## src/rtl/alu_pkg.sv

```systemverilog
package alu_pkg;

    localparam int unsigned OP_W = 4;

    typedef enum logic [OP_W-1:0] {
        OP_ADD  = 4'd0,
        OP_SUB  = 4'd1,
        OP_AND  = 4'd2,
        OP_OR   = 4'd3,
        OP_XOR  = 4'd4,
        OP_NOR  = 4'd5,
        OP_SLT  = 4'd6,
        OP_SLTU = 4'd7,
        OP_SLL  = 4'd8,
        OP_SRL  = 4'd9,
        OP_SRA  = 4'd10
    } alu_op_e;

    typedef enum logic [1:0] {
        BW_AND = 2'd0,
        BW_OR  = 2'd1,
        BW_XOR = 2'd2,
        BW_NOR = 2'd3
    } bw_kind_e;

    typedef struct packed {
        logic left;
        logic arith;
    } shift_ctl_t;

    typedef struct packed {
        logic lt_signed;
        logic lt_unsigned;
    } cmp_flags_t;

    function automatic logic needs_subtract(input alu_op_e op);
        return (op == OP_SUB) || (op == OP_SLT) || (op == OP_SLTU);
    endfunction

    function automatic bw_kind_e bw_kind_of(input alu_op_e op);
        case (op)
            OP_AND:  return BW_AND;
            OP_OR:   return BW_OR;
            OP_XOR:  return BW_XOR;
            default: return BW_NOR;
        endcase
    endfunction

    function automatic shift_ctl_t shift_ctl_of(input alu_op_e op);
        shift_ctl_t c;
        c.left  = (op == OP_SLL);
        c.arith = (op == OP_SRA);
        return c;
    endfunction

endpackage

```

## src/rtl/alu_addsub.sv

```systemverilog
module alu_addsub #(
    parameter int unsigned WIDTH = 32
) (
    input  logic [WIDTH-1:0] a_i,
    input  logic [WIDTH-1:0] b_i,
    input  logic             sub_i,
    output logic [WIDTH-1:0] sum_o,
    output logic             carry_o,
    output logic             ovf_o
);
    localparam int unsigned MSB = WIDTH - 1;

    logic [WIDTH-1:0] b_eff;
    logic [WIDTH:0]   full;

    always_comb begin
        b_eff   = sub_i ? ~b_i : b_i;
        full    = {1'b0, a_i} + {1'b0, b_eff} + {{WIDTH{1'b0}}, sub_i};
        sum_o   = full[WIDTH-1:0];
        carry_o = full[WIDTH];
        ovf_o   = (a_i[MSB] == b_eff[MSB]) && (sum_o[MSB] != a_i[MSB]);
    end

    // equal operands subtract to zero and borrow nothing (carry set)
    always_comb begin
        if (sub_i && (a_i == b_i)) begin
            assert_sub_equal_R2: assert (sum_o == '0 && carry_o && !ovf_o)
                else $error("equal-operand subtract not zero");
        end
    end

    // adding zero never overflows and returns A
    always_comb begin
        if (!sub_i && (b_i == '0)) begin
            assert_add_identity_R1: assert (sum_o == a_i && !ovf_o && !carry_o)
                else $error("add of zero altered operand");
        end
    end
endmodule

```

## src/rtl/alu_bitwise.sv

```systemverilog
module alu_bitwise
    import alu_pkg::*;
#(
    parameter int unsigned WIDTH = 32
) (
    input  logic [WIDTH-1:0] a_i,
    input  logic [WIDTH-1:0] b_i,
    input  bw_kind_e         kind_i,
    output logic [WIDTH-1:0] y_o
);
    always_comb begin
        unique case (kind_i)
            BW_AND:  y_o = a_i & b_i;
            BW_OR:   y_o = a_i | b_i;
            BW_XOR:  y_o = a_i ^ b_i;
            default: y_o = ~(a_i | b_i);
        endcase
    end

    // NOR against a zero operand acts as an inverter
    always_comb begin
        if (kind_i == BW_NOR && b_i == '0) begin
            assert_nor_invert_R4: assert (y_o == ~a_i)
                else $error("NOR with zero is not NOT");
        end
    end

    // XOR of a word with itself is zero, AND of a word with itself is itself
    always_comb begin
        if (a_i == b_i) begin
            assert_self_ops_R3: assert ((kind_i != BW_XOR || y_o == '0) &&
                                        (kind_i != BW_AND || y_o == a_i))
                else $error("self bitwise identity broken");
        end
    end
endmodule

```

## src/rtl/alu_shifter.sv

```systemverilog
module alu_shifter
    import alu_pkg::*;
#(
    parameter int unsigned WIDTH = 32,
    localparam int unsigned SHW  = $clog2(WIDTH)
) (
    input  logic [WIDTH-1:0] a_i,
    input  logic [SHW-1:0]   dist_i,
    input  shift_ctl_t       ctl_i,
    output logic [WIDTH-1:0] y_o
);
    localparam int unsigned MSB = WIDTH - 1;

    logic [WIDTH-1:0] a_rev;
    logic [WIDTH-1:0] stage [SHW+1];
    logic [WIDTH-1:0] tail_rev;
    logic             fill;

    // bit reversal used on the way in and out of a left shift
    for (genvar i = 0; i < WIDTH; i++) begin : g_rev
        assign a_rev[i]    = a_i[MSB-i];
        assign tail_rev[i] = stage[SHW][MSB-i];
    end

    assign fill     = ctl_i.arith & a_i[MSB];
    assign stage[0] = ctl_i.left ? a_rev : a_i;

    // logarithmic right shifter: stage k moves by 2^k when its distance bit is set
    for (genvar k = 0; k < SHW; k++) begin : g_stage
        localparam int unsigned STEP = 1 << k;
        assign stage[k+1] = dist_i[k]
            ? {{STEP{fill}}, stage[k][WIDTH-1:STEP]}
            : stage[k];
    end

    assign y_o = ctl_i.left ? tail_rev : stage[SHW];

    // zero distance leaves the operand untouched
    always_comb begin
        if (dist_i == '0) begin
            assert_zero_dist_R12: assert (y_o == a_i)
                else $error("zero-distance shift changed data");
        end
    end

    // arithmetic right shift keeps the sign bit
    always_comb begin
        if (ctl_i.arith && !ctl_i.left) begin
            assert_sra_sign_R9: assert (y_o[MSB] == a_i[MSB])
                else $error("arithmetic shift lost sign");
        end
    end

    // a nonzero left shift always clears bit 0
    always_comb begin
        if (ctl_i.left && dist_i != '0) begin
            assert_sll_fill_R7: assert (y_o[0] == 1'b0)
                else $error("left shift did not fill with zero");
        end
    end

    // a nonzero logical right shift always clears the top bit
    always_comb begin
        if (!ctl_i.left && !ctl_i.arith && dist_i != '0) begin
            assert_srl_fill_R8: assert (y_o[MSB] == 1'b0)
                else $error("logical right shift did not fill with zero");
        end
    end
endmodule

```

## src/rtl/int_alu.sv

```systemverilog
module int_alu
    import alu_pkg::*;
#(
    parameter int unsigned WIDTH = 32,
    localparam int unsigned SHW  = $clog2(WIDTH)
) (
    input  logic [WIDTH-1:0] opa_i,
    input  logic [WIDTH-1:0] opb_i,
    input  logic [SHW-1:0]   shamt_i,
    input  logic [OP_W-1:0]  op_sel_i,
    output logic [WIDTH-1:0] result_o,
    output logic             zero_o
);
    localparam int unsigned MSB = WIDTH - 1;

    alu_op_e          op;
    logic [WIDTH-1:0] sum;
    logic             carry;
    logic             ovf;
    cmp_flags_t       cmp;
    logic [WIDTH-1:0] bw_y;
    logic [WIDTH-1:0] sh_y;

    assign op = alu_op_e'(op_sel_i);

    alu_addsub #(.WIDTH(WIDTH)) u_addsub (
        .a_i     (opa_i),
        .b_i     (opb_i),
        .sub_i   (needs_subtract(op)),
        .sum_o   (sum),
        .carry_o (carry),
        .ovf_o   (ovf)
    );

    alu_bitwise #(.WIDTH(WIDTH)) u_bitwise (
        .a_i    (opa_i),
        .b_i    (opb_i),
        .kind_i (bw_kind_of(op)),
        .y_o    (bw_y)
    );

    alu_shifter #(.WIDTH(WIDTH)) u_shifter (
        .a_i    (opa_i),
        .dist_i (shamt_i),
        .ctl_i  (shift_ctl_of(op)),
        .y_o    (sh_y)
    );

    // signed order from the overflow-corrected sign, unsigned from the borrow
    always_comb begin
        cmp.lt_signed   = sum[MSB] ^ ovf;
        cmp.lt_unsigned = ~carry;
    end

    always_comb begin
        unique case (op)
            OP_ADD, OP_SUB:                  result_o = sum;
            OP_AND, OP_OR, OP_XOR, OP_NOR:   result_o = bw_y;
            OP_SLT:                          result_o = {{(WIDTH-1){1'b0}}, cmp.lt_signed};
            OP_SLTU:                         result_o = {{(WIDTH-1){1'b0}}, cmp.lt_unsigned};
            OP_SLL, OP_SRL, OP_SRA:          result_o = sh_y;
            default:                         result_o = '0;
        endcase
        zero_o = ~|result_o;
    end

    // with opposite signs the negative operand is the smaller one
    always_comb begin
        if (op == OP_SLT && opa_i[MSB] != opb_i[MSB]) begin
            assert_slt_signs_R5: assert (result_o == {{(WIDTH-1){1'b0}}, opa_i[MSB]})
                else $error("signed compare wrong across signs");
        end
    end

    // with differing top bits the operand with bit 31 clear is smaller
    always_comb begin
        if (op == OP_SLTU && opa_i[MSB] != opb_i[MSB]) begin
            assert_sltu_msb_R6: assert (result_o == {{(WIDTH-1){1'b0}}, opb_i[MSB]})
                else $error("unsigned compare wrong across top bit");
        end
    end

    // equal operands under subtract raise the zero flag
    always_comb begin
        if (op == OP_SUB && opa_i == opb_i) begin
            assert_eq_zero_R10: assert (zero_o)
                else $error("zero flag missing on equal subtract");
        end
    end

    // unassigned select codes yield zero
    always_comb begin
        if (op_sel_i > OP_SRA) begin
            assert_unassigned_R11: assert (zero_o && result_o == '0)
                else $error("unassigned code produced data");
        end
    end
endmodule

```

## config.mk

```make
export PLATFORM = sky130hd
export DESIGN_NAME = int_alu
export DESIGN_NICKNAME = d
export VERILOG_FILES = /design/src/rtl/alu_pkg.sv /design/src/rtl/alu_addsub.sv /design/src/rtl/alu_bitwise.sv /design/src/rtl/alu_shifter.sv /design/src/rtl/int_alu.sv
export SDC_FILE = /design/constraint.sdc
export NUM_CORES = 1
export LEC_CHECK = 0
export BUFFER_PORTS_ARGS = -buffer_cell sky130_fd_sc_hd__buf_2
export CORE_UTILIZATION = 30
export DETAILED_ROUTE_END_ITERATION = 8
export REMOVE_ABC_BUFFERS = 1
export SYNTH_ARGS = -nofsm -noshare
export SYNTH_HDL_FRONTEND = slang
export SYNTH_SLANG_ARGS = --single-unit
```

## constraint.sdc

```tcl
create_clock -name vclk -period 7.8
set_clock_uncertainty 0.1 [all_clocks]
set_input_delay 0.39 -clock vclk [all_inputs]
set_output_delay 0.39 -clock vclk [all_outputs]
set_load 0.02 [all_outputs]
```

==> results of run 1 <==
-- through the flow --
| stage | std cells | total power [mW] | utilization | area (µm²) | hold WS (ns) |
|---|---|---|---|---|---|
| 3_3_place_gp | 1596 | 0.772 | 0.339 | 8840 | 1.39 |
| 5_1_grt | 1596 | 0.840 | 0.339 | 8840 | 1.49 |
| 3_5_place_dp | 1596 | 0.766 | 0.339 | 8840 | 1.38 |
| 4_1_cts | 1596 | 0.770 | 0.339 | 8840 | 1.39 |
| 2_1_floorplan | 1119 | 0.463 | - | 7600 | 0.921 |
| 6_report | 1596 | 0.794 | 0.339 | 8840 | 1.41 |
-- path summary, 6_finish.rpt --
check	startpoint	depth (start not counted)	slack, ns	to
setup / recovery	op_sel_i[1]	20	1.10	zero_o
hold / removal	opa_i[0]	6	1.41	result_o[0]
-- power breakdown --
group	switching [mW]	internal [mW]	leakage, nW
registers	0	0	0
clock network	0	0	0
logic	0.532	0.262	3.77
total	0.532	0.262	3.77
-- cells by family (layout without fill, tap and decap cells) --
| family | after synthesis | in the layout |
|---|---|---|
| compound gates | 430 | 430 |
| simple gates | 382 | 382 |
| buf+inv | 183 | 238 |
| fa+ha+maj | 96 | 96 |
| mux | 62 | 62 |
| xor+xnor | 53 | 53 |
-- worst max-delay path: stages --
cell      delay (ns)
buf_2           0.36
nor3_2          0.07
buf_4           0.22
a21oi_4         0.41
buf_4           0.44
xnor2_1         0.12
ha_1            0.45
nand4_1         0.21
nor2_1          0.18
nand2_1         0.07
o211ai_1        0.35
a211oi_1        0.13
a211oi_1        0.33
o211ai_1        0.16
or4_1           0.55
or4b_1          0.50
nand4b_1        0.18
or4_1           0.60
nor4_2          0.24
buf_2           0.20
-- synth_stat cells (5+ instances only) --
library cell / number
o221ai_1: 11
clkbuf_1: 65
o22ai_1: 33
nand2_1: 106
o2111ai_1: 9
nand2b_1: 14
buf_2: 6
ha_1: 95
a31oi_1: 9
a22oi_1: 15
a211o_1: 6
o22a_1: 5
or4_1: 5
a32oi_1: 7
or2_2: 6
xor2_1: 12
nor4_1: 6
o21a_1: 5
nor2_1: 129
or3_1: 7
buf_1: 11
xnor2_1: 41
a21o_1: 11
nor3_1: 33
inv_1: 95
o211ai_1: 23
nand4_1: 17
mux2i_1: 46
o21ai_0: 65
a211oi_1: 39
nand3_1: 15
nand3b_1: 5
mux4_2: 12
a21oi_1: 103
o31ai_1: 12
nor2b_1: 8
o32ai_1: 13
a221oi_1: 31
-- area by class of cell --
class | instances | area share
Tap cell | 335 | 0.0474
Timing Repair Buffer | 142 | 0.0905
Multi-Input combinational cell | 1023 | 0.821
Inverter | 96 | 0.0407
-- per-layer routing --
metal  vias to the layer above  share of wire  GRT usage
li1                       4666              -          -
met1                      5017           0.41      0.447
met2                       716           0.44      0.496
met3                       139          0.097     0.0389
met4                         0          0.055      0.145
met5                         -              0          0
==> run_results.csv, run 1 <==
group,metric,value,unit
run_status,outcome,"finished, final reports clean",
routing,vias_per_cell,6.60,
grt,globalRouteOverflowTotal,0,
setup_path,end_kind,"output pin",
power,powerDensity,89.8,nW/µm²
synth,synth_top_area_frac,0.149,
sta,setup_ws,1.10,ns
routing,drt_wl_total,44.7,mm
setup_path,worstPathRequired,7.31,ns
sta,worstMarginPinSlew,1.11,ns
floorplanning,die_area,27200,µm²
sta,layout_min_cycle_time,6.70,ns
grt,grt_use_total,0.323,
clocking,cts_setup_buffers,0,
place,place.gp.congestion,0.999,
final_layout,final_cell_mix,"128 x nor2_1, 106 x nand2_1, 106 x buf_2, 102 x a21oi_1",
synth,synthMuxAreaShare,0.101,
sta,slew_viol_final,0,
sta,tns,0,ns
place,dpl_worst_slack,1.21,ns
setup_path,critPathMaxFanout,22,
grt,grt_max_degree,47,
synth,ys_top_cells_by_area,"ha_1 15%, a21oi_1 6.5%, nor2_1 6.1%, mux2i_1 5.8%, nand2_1 5.0%",
final_layout,final_layout_size_suffix_gt1_frac,0.140,
floorplanning,pin_count,106,
floorplanning,dieWidth,165,µm
sta,timing.final.crit_share,0.859,
synth,synthDistinctLibCells,81,
routing,drt_iter0_drc,1214,
synth,synth-simple-area-share,0.231,
power,ir_worst_vdd,0.0522,mV
routing,route.detailed.drc,0,
sta,slew-limit-headroom,0.252,
place,dp_hpwl,35.3,mm
final_layout,n_sequential_cell,0,
final_layout,multi_input_area,7260,µm²
final_layout,final_common_cell,"nor2_1",
synth,synth-xor-area-share,0.0582,
sta,rsz0062_at_grt,"no",
clocking,cts-resized-gates,0,
routing,wl_per_cell,28.0,µm
clocking,postCtsHoldBufs,0,
synth,yosysTopAreaCell,"ha_1",
grt,antenna_found_initial,1,
sta,finalHoldViolCount,0,
sta,setup_viol,0,
synth,synth_top_family_by_area,"compound AO/OA/AOI/OAI gates",
flow_run,cap_violations,0,
synth,synth_compound_area_frac,0.365,
setup_path,cp.arrival,6.21,ns
final_layout,final_nets,1432,
floorplanning,core_region_area,26100,µm²
synth,syn-cell-area,7970,µm²
final_layout,area_delta_synth_final,10.9,%
synth,synth_warnings,0,
floorplanning,die_h,165,µm
setup_path,path_class,"in -> out",
routing,vias,10500,
routing,dr.pass1.iters,5,
final_layout,diodes,0,
grt,grt_pass1_vias,9661,
synth,synth_fa_ha_area_frac,0.152,
place,port-buffer-count,106,
final_layout,regArea,0,µm²
sta,max_freq,149,MHz
synth,synth_seq_area_share,0,
synth,synthCells,1206,
power,total_leakage_power,3.77,nW
synth,postSynthAreaPerCell,6.61,µm²
grt,grt_pass1_wl,65.1,mm
min_path,worstHoldPathType,"in -> out",
setup_path,critPathLaunchType,"input pin",
floorplanning,start_util,0.306,
routing,ant_nets,0,
final_layout,clkbuf_count,0,
final_layout,n_fill_cell,2875,
floorplanning,rows,59,
(Power assumes the default switching activity.)
==> run 2: changes to the inputs <==
==> constraint.sdc (replaced) <==
create_clock -name vclk -period 8.1
set_clock_uncertainty 0.1 [all_clocks]
set_input_delay 0.405 -clock vclk [all_inputs]
set_output_delay 0.405 -clock vclk [all_outputs]
set_load 0.02 [all_outputs]
==> run_results.csv, run 2 (same netlist as run 1, synthesis figures left out) <==
group,metric,value,unit
run_status,outcome,"finished, final reports clean",
final_layout,final_cell_mix,"128 x nor2_1, 106 x nand2_1, 106 x buf_2, 102 x a21oi_1",
sta,timing.final.crit_share,0.829,
routing,drt_wl_total,42.9,mm
setup_path,critPathLaunchType,"input pin",
setup_path,cp.arrival,6.21,ns
sta,timing.hold.ws,1.50,ns
routing,drt-met1-wl,16.9,mm
place,place_inst,1586,
sta,slew-limit-headroom,0.207,
final_layout,n_fill_cell,2894,
floorplanning,die_h,165,µm
routing,drt_iter0_drc,1393,
min_path,worstHoldPathType,"in -> out",
final_layout,n_sequential_cell,0,
setup_path,worstPathRequired,7.60,ns
sta,tns,0,ns
setup_path,critPathMaxFanout,22,
sta,max_freq,149,MHz
floorplanning,pin_count,106,
grt,globalRouteOverflowTotal,0,
setup_path,end_kind,"output pin",
routing,wl_per_cell,27.0,µm
sta,worstMarginPinSlew,1.18,ns
final_layout,regArea,0,µm²
grt,grt_pass1_wl,63.2,mm
place,place.gp.congestion,1.10,
floorplanning,start_util,0.306,
final_layout,final_common_cell,"nor2_1",
clocking,cts_setup_buffers,0,
grt,grt_pass1_vias,9789,
floorplanning,dieWidth,165,µm
clocking,postCtsHoldBufs,0,
setup_path,path_class,"in -> out",
routing,dr.pass1.iters,7,
final_layout,final_nets,1422,
sta,finalHoldViolCount,0,
final_layout,clkbuf_count,0,
final_layout,area_delta_synth_final,10.0,%
sta,rsz0062_at_grt,"no",
clocking,cts-resized-gates,0,
routing,vias_per_cell,6.70,
place,port-buffer-count,106,
final_layout,final_layout_size_suffix_gt1_frac,0.133,
final_layout,final_cells,1587,
floorplanning,rows,59,
floorplanning,core_region_area,26100,µm²
routing,ant_nets,0,
sta,setup_viol,0,
final_layout,multi_input_area,7260,µm²
routing,dr_wl_met2,18.7,mm
sta,slew_viol_final,0,
routing,route.detailed.drc,0,
sta,layout_min_cycle_time,6.72,ns
routing,wl_met3,5.32,mm
place,dp_hpwl,33.5,mm
grt,antenna_found_initial,1,
grt,grt_max_degree,46,
flow_run,cap_violations,0,
routing,routed.top_layer,"met4",
floorplanning,die_area,27200,µm²
routing,vias,10600,
grt,grt_use_total,0.309,
[run 2: routing by layer]
| metal | GRT usage | vias up |
|---|---|---|
| met5 | 0 | - |
| met4 | 0.113 | 0 |
| met3 | 0.0623 | 144 |
| met2 | 0.486 | 767 |
| met1 | 0.411 | 5073 |
| li1 | - | 4649 |
[run 2: path summary, 6_finish.rpt]
path	endpoint	depth (start not counted)	start
worst max-delay path	zero_o	20	op_sel_i[1]
worst min-delay path	result_o[0]	6	opa_i[0]
[run 2: through the flow]
stage | util | worst slack (ns) | cell area (µm²)
global placement | 0.337 | 1.57 | 8770
CTS | 0.337 | 1.47 | 8770
floorplan | - | 0.630 | 7600
finish | 0.337 | 1.38 | 8770
detailed placement | 0.337 | 1.51 | 8770
global route | 0.337 | 1.12 | 8770
[run 2: layout make-up]
| class | count | area share |
|---|---|---|
| diodes | 1 | 0.000285 |
| inverters | 96 | 0.0411 |
| well taps | 335 | 0.0478 |
| repair buffers | 132 | 0.0827 |
| multi-input cells | 1023 | 0.828 |
[run 2: critical path: stages]
cell	delay [ns]
buf_2	0.36
nor3_2	0.06
buf_4	0.22
a21oi_4	0.48
buf_4	0.43
xnor2_1	0.11
ha_1	0.20
a21oi_1	0.23
nand2_1	0.07
o21ai_0	0.49
o211ai_1	0.30
a21o_1	0.24
a211oi_1	0.24
o211ai_1	0.16
or4_1	0.54
or4b_1	0.48
nand4b_1	0.17
or4_1	0.59
nor4_2	0.22
buf_2	0.20
==> run 3: changes to the inputs <==
--- a/config.mk
+++ b/config.mk
@@ -5,6 +5,7 @@
 export SDC_FILE = /design/constraint.sdc
 export NUM_CORES = 1
 export LEC_CHECK = 0
+export ABC_AREA = 1
 export BUFFER_PORTS_ARGS = -buffer_cell sky130_fd_sc_hd__buf_2
 export CORE_UTILIZATION = 30
 export DETAILED_ROUTE_END_ITERATION = 8
==> constraint.sdc (replaced) <==
create_clock -name vclk -period 5.6
set_clock_uncertainty 0.1 [all_clocks]
set_input_delay 0.28 -clock vclk [all_inputs]
set_output_delay 0.28 -clock vclk [all_outputs]
set_load 0.02 [all_outputs]
==> run_results.csv, run 3 <==
group,metric,value,unit
sta,tns,0,ns
setup_path,path_class,"in -> out",
final_layout,diodes,0,
final_layout,final_nets,1617,
routing,vias,9842,
floorplanning,die_h,158,µm
power,sw_frac_of_total,0.692,
floorplanning,pin_count,106,
grt,grt_max_degree,62,
sta,rsz0062_at_grt,"no",
grt,grt_pass1_wl,49.6,mm
synth,syn-cell-area,7270,µm²
sta,slew_viol_final,0,
power,p_sw,0.635,mW
clocking,postCtsHoldBufs,0,
clocking,cts-resized-gates,0,
synth,synth_seq_area_share,0,
final_layout,area_delta_synth_final,10.1,%
final_layout,n_fill_cell,2801,
sta,slew-limit-headroom,0.258,
place,placed_cell_area,8000,µm²
synth,synth_compound_area_frac,0.165,
final_layout,final_cell_mix,"404 x nand2_1, 342 x nand3_1, 127 x inv_1, 106 x buf_2, 95 x ha_1",
synth,synthTopCellsByCount,"404 x nand2_1, 342 x nand3_1, 127 x inv_1, 95 x ha_1, 91 x nor2_1",
power,p_int,0.283,mW
sta,worstMarginPinSlew,1.11,ns
floorplanning,core_region_area,23600,µm²
synth,ys_top_cells_by_area,"nand3_1 24%, nand2_1 21%, ha_1 16%, inv_1 6.6%, a21oi_1 5.3%",
setup_path,critPathMaxFanout,19,
synth,synth_fa_ha_area_frac,0.166,
synth,synthDistinctLibCells,42,
synth,synth-xor-area-share,0.0398,
place,place.gp.congestion,0.997,
sta,setup_viol,0,
synth,synth_top_family_by_area,"simple AND/OR/NAND/NOR gates",
routing,drt_iter0_drc,1231,
place,dp_hpwl,26.7,mm
floorplanning,dieWidth,158,µm
final_layout,final_layout_size_suffix_gt1_frac,0.0947,
flow_run,cap_violations,0,
floorplanning,rows,56,
synth,synth-simple-area-share,0.519,
grt,globalRouteOverflowTotal,0,
grt,antenna_found_initial,0,
final_layout,n_sequential_cell,0,
final_layout,clkbuf_count,0,
power,total_leakage_power,4.33,nW
synth,synth_top_area_frac,0.236,
min_path,worstHoldPathType,"in -> out",
routing,dr.pass1.iters,6,
power,ir_worst_vdd,0.0350,mV
floorplanning,start_util,0.308,
setup_path,worstPathRequired,5.22,ns
sta,timing.final.crit_share,0.871,
final_layout,multi_input_area,6470,µm²
routing,ant_nets,0,
grt,grt_use_met2,0.456,
setup_path,critPathLaunchType,"input pin",
floorplanning,die_area,24800,µm²
clocking,cts_setup_buffers,0,
sta,setup_ws,0.720,ns
synth,yosysTopAreaCell,"nand3_1",
sta,max_freq,205,MHz
routing,drt_wl_total,32.6,mm
routing,wl_per_cell,18.5,µm
synth,postSynthAreaPerCell,5.20,µm²
sta,finalHoldViolCount,0,
grt,grt-busiest-layer,"met2",
setup_path,cp.arrival,4.50,ns
synth,yosysMostFrequentCell,"nand2_1",
synth,synth_warnings,0,
place,dpl_worst_slack,0.807,ns
power,clockPowerShare,0,
power,p_comb_frac,1.000,
place,port-buffer-count,106,
sta,layout_min_cycle_time,4.88,ns
routing,route.detailed.drc,0,
grt,grt_pass1_vias,8857,
grt,grt_use_met1,0.341,
final_layout,regArea,0,µm²
final_layout,final_common_cell,"nand2_1",
routing,vias_per_cell,5.58,
synth,synthCells,1397,
final_layout,fin_area,8000,µm²
run_status,outcome,"finished, final reports clean",
synth,synthMuxAreaShare,0,
grt,grt.met3_usage,0.00958,
power,powerDensity,115,nW/µm²
power,power.total,0.918,mW
power,pwr-share-seq,0,
setup_path,end_kind,"output pin",
grt,grt_use_total,0.259,
-- run 3: power groups by stage --
stage / combinational [mW] / sequential [mW] / clock, mW
final: 0.918 / 0 / 0
after CTS: 0.905 / 0 / 0
after global placement: 0.900 / 0 / 0
after floorplan: 0.589 / 0 / 0
after global routing: 1.01 / 0 / 0
after detailed placement: 0.901 / 0 / 0
-- run 3: critical path: stages --
cell     delay (ns)
buf_2          0.13
nor2_1         0.20
nand3_1        0.16
nand2_1        0.32
buf_4          0.40
xor2_1         0.12
ha_1           0.36
nand2_1        0.07
o21ai_1        0.28
a21oi_1        0.20
o21ai_1        0.40
nand3_1        0.25
nand3_1        0.16
nand2_1        0.06
a21oi_1        0.18
nand2_1        0.11
nor2_1         0.10
nand2_1        0.07
nor2_1         0.26
nand2_1        0.09
nor2_1         0.12
buf_2          0.18
-- run 3: cell families (layout without fill, tap and decap cells) --
family          after synthesis  after routing
compound gates              198            198
buf+inv                     202            251
simple gates                868            868
fa+ha+maj                    96             96
xor+xnor                     33             33
-- run 3: layout make-up --
type	count	share of cell area
inverter	132	0.0620
multi-input combinational	1195	0.810
tap	319	0.0499
timing repair buffer	119	0.0785
-- run 3: per-layer routing --
metal	vias up	routed length [µm]
met5	-	0
met4	0	1160
met3	64	1930
met2	421	15800
met1	4535	13800
li1	4822	-
-- run 3: path summary, 6_finish.rpt --
check                  startpoint          end  cells after the start
worst max-delay path  op_sel_i[3]       zero_o                     22
worst min-delay path  op_sel_i[0]  result_o[0]                      5
-- run 3: metrics by stage --
step | utilization | hold slack [ns] | instances
2_1_floorplan | - | 0.767 | 1327
3_3_place_gp | 0.339 | 1.17 | 1765
3_5_place_dp | 0.339 | 1.15 | 1765
4_1_cts | 0.339 | 1.15 | 1765
5_1_grt | 0.339 | 1.20 | 1765
6_report | 0.339 | 1.17 | 1765
